### src/rtl/prec_mul_pkg.sv
package prec_mul_pkg;
  typedef enum logic [1:0] {
    ST_IDLE = 2'd0,
    ST_RUN  = 2'd1,
    ST_FIN  = 2'd2
  } mul_state_e;
endpackage

### src/rtl/opnd_narrow.sv
module opnd_narrow #(
  parameter int DATA_W  = 32,
  parameter int PREC_W  = 6,
  parameter int SLICE_W = 8,
  parameter int CNT_W   = 3
) (
  input  logic [PREC_W-1:0] width_i,
  input  logic [DATA_W-1:0] a_i,
  input  logic [DATA_W-1:0] b_i,
  output logic [DATA_W-1:0] a_o,
  output logic [DATA_W-1:0] b_o,
  output logic [CNT_W-1:0]  nslice_o
);
  localparam int SLICE_LG = $clog2(SLICE_W);

  logic [PREC_W-1:0] eff;
  logic [PREC_W-1:0] sign_pos;
  logic [PREC_W:0]   round_up;

  // clamp the requested precision into 1..DATA_W
  always_comb begin
    if (width_i == '0)
      eff = PREC_W'(1);
    else if (width_i > PREC_W'(DATA_W))
      eff = PREC_W'(DATA_W);
    else
      eff = width_i;
  end

  assign sign_pos = eff - PREC_W'(1);

  // keep low eff bits, copy the new sign bit above them
  always_comb begin
    for (int i = 0; i < DATA_W; i++) begin
      a_o[i] = (PREC_W'(i) < eff) ? a_i[i] : a_i[sign_pos];
      b_o[i] = (PREC_W'(i) < eff) ? b_i[i] : b_i[sign_pos];
    end
  end

  assign round_up = {1'b0, eff} + (PREC_W+1)'(SLICE_W - 1);
  assign nslice_o = CNT_W'(round_up >> SLICE_LG);
endmodule

### src/rtl/slice_pp.sv
module slice_pp #(
  parameter int SLICE_W = 8,
  parameter int ACC_W   = 64
) (
  input  logic [SLICE_W-1:0] slice_i,
  input  logic               top_i,
  input  logic [ACC_W-1:0]   mplier_i,
  output logic [ACC_W-1:0]   pp_o
);
  generate
    if (SLICE_W == 1) begin : g_serial
      // one bit: weight +1, or -1 when it is the signed top slice
      always_comb begin
        if (!slice_i[0])
          pp_o = '0;
        else if (top_i)
          pp_o = '0 - mplier_i;
        else
          pp_o = mplier_i;
      end
    end else begin : g_wide
      logic signed [SLICE_W:0]         s_ext;
      logic signed [ACC_W-1:0]         m_s;
      logic signed [ACC_W+SLICE_W:0]   full;
      always_comb begin
        s_ext = $signed({top_i & slice_i[SLICE_W-1], slice_i});
        m_s   = $signed(mplier_i);
        full  = s_ext * m_s;
        pp_o  = full[ACC_W-1:0];
      end
    end
  endgenerate
endmodule

### src/rtl/slice_ctrl.sv
module slice_ctrl
  import prec_mul_pkg::*;
#(
  parameter int CNT_W      = 3,
  parameter int MAX_SLICES = 4
) (
  input  logic             clk,
  input  logic             rst,
  input  logic             start_i,
  input  logic [CNT_W-1:0] nslice_i,
  output logic             load_o,
  output logic             step_o,
  output logic             last_o,
  output logic             fin_o,
  output logic             busy_o,
  output logic [CNT_W-1:0] nslice_o
);
  mul_state_e       state_q;
  logic [CNT_W-1:0] idx_q;
  logic [CNT_W-1:0] k_q;

  assign load_o   = start_i && (state_q == ST_IDLE);
  assign step_o   = (state_q == ST_RUN);
  assign fin_o    = (state_q == ST_FIN);
  assign busy_o   = (state_q != ST_IDLE);
  assign last_o   = step_o && (idx_q == k_q - CNT_W'(1));
  assign nslice_o = k_q;

  always_ff @(posedge clk) begin
    if (rst) begin
      state_q <= ST_IDLE;
      idx_q   <= '0;
      k_q     <= '0;
    end else begin
      case (state_q)
        ST_IDLE: if (load_o) begin
          k_q     <= nslice_i;
          idx_q   <= '0;
          state_q <= ST_RUN;
        end
        ST_RUN: begin
          idx_q <= idx_q + CNT_W'(1);
          if (last_o) state_q <= ST_FIN;
        end
        ST_FIN:  state_q <= ST_IDLE;
        default: state_q <= ST_IDLE;
      endcase
    end
  end

  AST_START_IGNORED: assert property (@(posedge clk) disable iff (rst)
    (busy_o && start_i) |=> $stable(k_q));

  AST_SLICE_RANGE: assert property (@(posedge clk) disable iff (rst)
    load_o |-> (nslice_i >= CNT_W'(1) && nslice_i <= CNT_W'(MAX_SLICES)));

  AST_IDX_BOUND: assert property (@(posedge clk) disable iff (rst)
    step_o |-> (idx_q < k_q));
endmodule

### src/rtl/prec_slice_mul.sv
module prec_slice_mul #(
  parameter int DATA_W  = 32,
  parameter int SLICE_W = 8,
  parameter int PREC_W  = $clog2(DATA_W + 1)
) (
  input  logic                clk,
  input  logic                rst,
  input  logic                start_i,
  input  logic [PREC_W-1:0]   width_i,
  input  logic [DATA_W-1:0]   mcand_i,
  input  logic [DATA_W-1:0]   mplier_i,
  output logic                busy_o,
  output logic                done_o,
  output logic [2*DATA_W-1:0] product_o
);
  localparam int ACC_W      = 2 * DATA_W;
  localparam int MAX_SLICES = DATA_W / SLICE_W;
  localparam int CNT_W      = $clog2(MAX_SLICES + 1);

  logic [DATA_W-1:0] a_n, b_n;
  logic [CNT_W-1:0]  nslice, k_cur;
  logic              load, step, last, fin;
  logic [DATA_W-1:0] a_sh;
  logic [ACC_W-1:0]  b_sh, acc_q, pp, product_q;
  logic              done_q;

  opnd_narrow #(
    .DATA_W(DATA_W), .PREC_W(PREC_W), .SLICE_W(SLICE_W), .CNT_W(CNT_W)
  ) u_narrow (
    .width_i(width_i), .a_i(mcand_i), .b_i(mplier_i),
    .a_o(a_n), .b_o(b_n), .nslice_o(nslice)
  );

  slice_ctrl #(.CNT_W(CNT_W), .MAX_SLICES(MAX_SLICES)) u_ctrl (
    .clk(clk), .rst(rst), .start_i(start_i), .nslice_i(nslice),
    .load_o(load), .step_o(step), .last_o(last), .fin_o(fin),
    .busy_o(busy_o), .nslice_o(k_cur)
  );

  slice_pp #(.SLICE_W(SLICE_W), .ACC_W(ACC_W)) u_pp (
    .slice_i(a_sh[SLICE_W-1:0]), .top_i(last), .mplier_i(b_sh), .pp_o(pp)
  );

  // slices leave least significant first; multiplier moves up in step
  always_ff @(posedge clk) begin
    if (rst) begin
      a_sh      <= '0;
      b_sh      <= '0;
      acc_q     <= '0;
      product_q <= '0;
      done_q    <= 1'b0;
    end else begin
      done_q <= 1'b0;
      if (load) begin
        a_sh  <= a_n;
        b_sh  <= {{DATA_W{b_n[DATA_W-1]}}, b_n};
        acc_q <= '0;
      end else if (step) begin
        acc_q <= acc_q + pp;
        a_sh  <= a_sh >> SLICE_W;
        b_sh  <= b_sh << SLICE_W;
      end else if (fin) begin
        product_q <= acc_q;
        done_q    <= 1'b1;
      end
    end
  end

  assign done_o    = done_q;
  assign product_o = product_q;

  // cycles since the accepting edge, for the latency check only
  logic [CNT_W:0] lat_q;
  always_ff @(posedge clk) begin
    if (rst)         lat_q <= '0;
    else if (load)   lat_q <= '0;
    else if (busy_o) lat_q <= lat_q + (CNT_W+1)'(1);
  end

  AST_LATENCY: assert property (@(posedge clk) disable iff (rst)
    done_o |-> (lat_q == {1'b0, k_cur} + (CNT_W+1)'(1)));

  AST_DONE_PULSE: assert property (@(posedge clk) disable iff (rst)
    done_o |=> !done_o);

  AST_DONE_IDLE: assert property (@(posedge clk) disable iff (rst)
    done_o |-> !busy_o);

  AST_PROD_HOLD: assert property (@(posedge clk) disable iff (rst)
    !done_o |-> $stable(product_o));
endmodule

### config.mk
export PLATFORM = sky130hd
export DESIGN_NAME = prec_slice_mul
export DESIGN_NICKNAME = d
export VERILOG_FILES = /design/src/rtl/prec_mul_pkg.sv /design/src/rtl/opnd_narrow.sv /design/src/rtl/slice_pp.sv /design/src/rtl/slice_ctrl.sv /design/src/rtl/prec_slice_mul.sv
export SDC_FILE = /design/constraint.sdc
export NUM_CORES = 2
export LEC_CHECK = 0
export BUFFER_PORTS_ARGS = -buffer_cell sky130_fd_sc_hd__buf_2
export CAP_MARGIN = 20
export CORE_MARGIN = 10
export CORE_UTILIZATION = 65
export CTS_CLUSTER_SIZE = 20
export DETAILED_ROUTE_END_ITERATION = 12
export GPL_ROUTABILITY_DRIVEN = 0
export PLACE_DENSITY = 0.84
export SLEW_MARGIN = 20
export SYNTH_ARGS = -nofsm -noshare
export SYNTH_HDL_FRONTEND = slang
export SYNTH_HIERARCHICAL = 1
export SYNTH_SLANG_ARGS = --single-unit
### constraint.sdc
create_clock -name clk -period 17.8 [get_ports clk]
set_input_delay 1.78 -clock clk [delete_from_list [all_inputs] [get_ports clk]]
set_output_delay 1.78 -clock clk [all_outputs]
set_load 0.005 [all_outputs]
==> impl_metrics.tcl <==
set metrics [dict create \
    synth_edf_count 0 \
    seqPwrFrac_pct 34.9 \
    grt_pass1_wl_um 140800 \
    wl_per_cell_um 20.13 \
    path_clk_slew_ns 0.06 \
    p_sw_share_pct 37.97 \
    stdcell_count 4378 \
    max_cap_viol_count 0 \
    setup_viol_count_final 0 \
    io_pins 139 \
    cpMaxStageDelayCell "nor2b_4" \
    fp.dieW_um 239.3 \
    postRouteAntennaNets 0 \
    hold_slack_ns 0.4486 \
    drv_slew 0 \
    p_comb_share_pct 34.4 \
    p_per_area_nw_per_um2 52.60 \
    syn_nets 4450 \
    met1_usage_pct 38.11 \
    synth_area_per_cell_um2 8.282 \
    drtPass1Iterations 6 \
    place_area_um2 32060 \
    h-tree-depth 1 \
    syn-instance-count 3774 \
    grt_util_met3_pct 5.436 \
    met2_usage_pct 49.72 \
    rsz0062_at_grt "no" \
    leakagePower_uw 0.01597 \
    cts.sinks 233 \
    cts_setup_buffers 0 \
    antenna_found_initial 4 \
    synth_area_um2 31250 \
    ctsHoldBuffers 0 \
    skew_ns 0.03530 \
    relSlewSlack_pct 27.77 \
    track_usage_pct 30.28 \
    top_usage_layer "met2" \
    ys_ff_latch 233 \
    synth-warning-count 6 \
    slowest_delay_ns 0.66 \
    endpoint_kind "register" \
    fill_cells 3819 \
    crit_path_frequent_cell "fa_1" \
    wirelength_um 88150 \
    fmax_mhz 100.4 \
    vias 27677 \
    final_nets 4420 \
    internal-power_uw 1073 \
    min_path_cells 2 \
    arrival_ns 10.42 \
    p_sw_uw 656.9 \
    die_h_um 239.3 \
    timing.final.crit_share_pct 55.94 \
    die_area_um2 57250 \
    worstSetupStartpoint "u_ctrl/state_q[0]" \
    ir_drop_mv 0.07747 \
    hp-class "reg2reg" \
    tns_ns 0 \
    place.detailed.hpwl_um 66490 \
    grt_pass1_vias 27088 \
    fin_util_pct 69.03 \
    worst_pin_slew_ns 1.083 \
    cts_root_buffer "clkbuf_16" \
    worst_skew_pair.late_latency_ns 0.55 \
    drc 0 \
    outcome "finished, final reports clean" \
    power.share.clock_pct 30.7 \
    rows 80 \
    async_flop_share_pct 0 \
    initial_core_util_pct 65.60 \
    required_ns 18.26 \
    numCtsBuffers 25 \
    grt_overflow 0 \
    cts_buffer_depth 3 \
    path_class "reg2reg" \
    final_cell_area_um2 32890 \
    cts_resized 0 \
    yosysUniqueCellTypes 86 \
    path_max_fanout 56 \
    placed_cells 4332 \
    hold_violations 0 \
    grt_max_degree 107 \
    tritoncts "done" \
    avgViaCountPerCell 6.322 \
    period_needed_ns 9.958 \
    hold_path_startpoint "product_o[9]" \
    coreArea_um2 47650 \
    drive_gt1_share_pct 7.044 \
    port_buffers 138 \
    rr_worst_depth 33 \
    ys.flop_type "dfxtp_1" \
    synthToLayoutAreaGrowth_pct 5.232 \
    r2r_start "u_ctrl/state_q[0]" \
    first_iter_violations 2954 \
    yosysSeqAreaShare_pct 14.92 \
    crit_path_start_kind "register" \
]
placed cells by master, fill, tap and decap left out, types with 6 or more instances in the layout:
cell type	synthesis	routed
and2_1	331	330
and3_1	16	15
inv_1	272	272
ha_1	198	198
o31ai_1	64	64
or3_1	14	14
o21a_1	12	12
nand2_1	527	525
a21o_1	67	67
xor2_1	47	47
nor3_1	35	35
nand2b_1	9	9
o211ai_1	18	18
fa_1	405	405
nor3b_1	24	24
nor2_1	361	361
xnor2_1	85	85
nand3_1	40	40
mux4_2	6	6
a31oi_1	19	19
clkbuf_16	0	25
nand4_1	33	33
a21oi_1	289	289
dfxtp_1	233	230
or2_2	10	10
a211oi_1	50	50
nor4_1	6	6
mux2i_1	112	112
o21ai_0	119	119
nor2b_1	10	10
o21ai_1	6	6
buf_2	15	137
buf_4	4	28
o21bai_1	23	23
kinds of logic (layout without fill, tap and decap cells):
group	after synthesis	after routing	synth area share, %
and+or+nand+nor	1445	1445	21.95
AOI/OAI and AO/OA	738	738	14.94
adders and majority gates	603	603	33.87
buffers and inverters	496	484	6.137
DFF	233	233	14.92
xor gates and xnor gates	133	133	3.771
muxes	126	126	4.416
other	0	1	0
cell type report:
class	count	area [um2]	area share [%]
sequential	233	4668	14.19
clock inverter	11	128.9	0.3918
tap	615	769.5	2.340
inverter	274	1028	3.127
multi-input combinational	3045	24700	75.09
antenna	1	2.502	0.007608
clock buffer	34	699.4	2.127
timing repair buffer	165	895.9	2.724
cells in the mapped netlist (all sizes together), types with 33 or more instances:
| cell | count | area (um2) |
|---|---|---|
| nand2 | 527 | 1978 |
| fa | 405 | 8108 |
| nor2 | 361 | 1355 |
| and2 | 331 | 2071 |
| a21oi | 292 | 1480 |
| inv | 274 | 1028 |
| dfxtp | 233 | 4664 |
| ha | 198 | 2477 |
| clkbuf | 188 | 705.7 |
| o21ai | 127 | 643.1 |
| mux2i | 112 | 1121 |
| xnor2 | 85 | 744.5 |
| a21o | 67 | 503.0 |
| o31ai | 64 | 480.5 |
| a211oi | 52 | 400.4 |
| xor2 | 47 | 411.6 |
| nand3 | 40 | 200.2 |
| nor3 | 38 | 211.5 |
| buf | 34 | 183.9 |
| nand4 | 33 | 206.5 |
worst max-delay path: cells and delay by family, from the launching register on:
family	cells	cell delay, ns
adders and majority gates	7	3.05
AOI/OAI and AO/OA	10	2.75
and+or+nand+nor	10	2.75
buffers and inverters	4	0.47
xor gates and xnor gates	2	0.34
DFF	1	0.46
through the flow:
stage                     setup WS (ns)  power (uW)
final                             7.842        1730
after global routing              7.309        1811
after CTS                         7.997        1720
after detailed placement          8.028        1190
after global placement            8.283        1179
after floorplan                   9.406        1024
per-layer routing:
metal  vias to the layer above  part of all wire, %  routed length [um]
met3                       302                   10                8776
met2                      1527                   47               41110
met5                         -                    0                   0
met4                         0                  4.9                4362
li1                      12490                    -                   -
met1                     13358                   38               33900
sequential cells by signal, summed over array words and instances (netlist names):
signal           cells
b_sh                64
u_ctrl/idx_q         3
acc_q               64
u_ctrl/state_q       2
a_sh                32
u_ctrl/nslice_o      3
done_o               1
product_o           64
final timing paths:
path / to / slack [ns]
worst max register to register: acc_q[60] / 7.84
worst min register to register: product_o[9] / 0.45
worst max-delay path: acc_q[60] / 7.84
worst min-delay path: product_o[9] / 0.45
power by group through the flow:
stage | logic [uW] | registers [uW] | clock network [uW]
CTS | 581 | 602 | 537
floorplan | 440 | 584 | 0
finish | 594 | 605 | 531
global route | 648 | 608 | 555
detailed placement | 577 | 613 | 0
global placement | 566 | 613 | 0
Power figures use the tool's default switching activity.
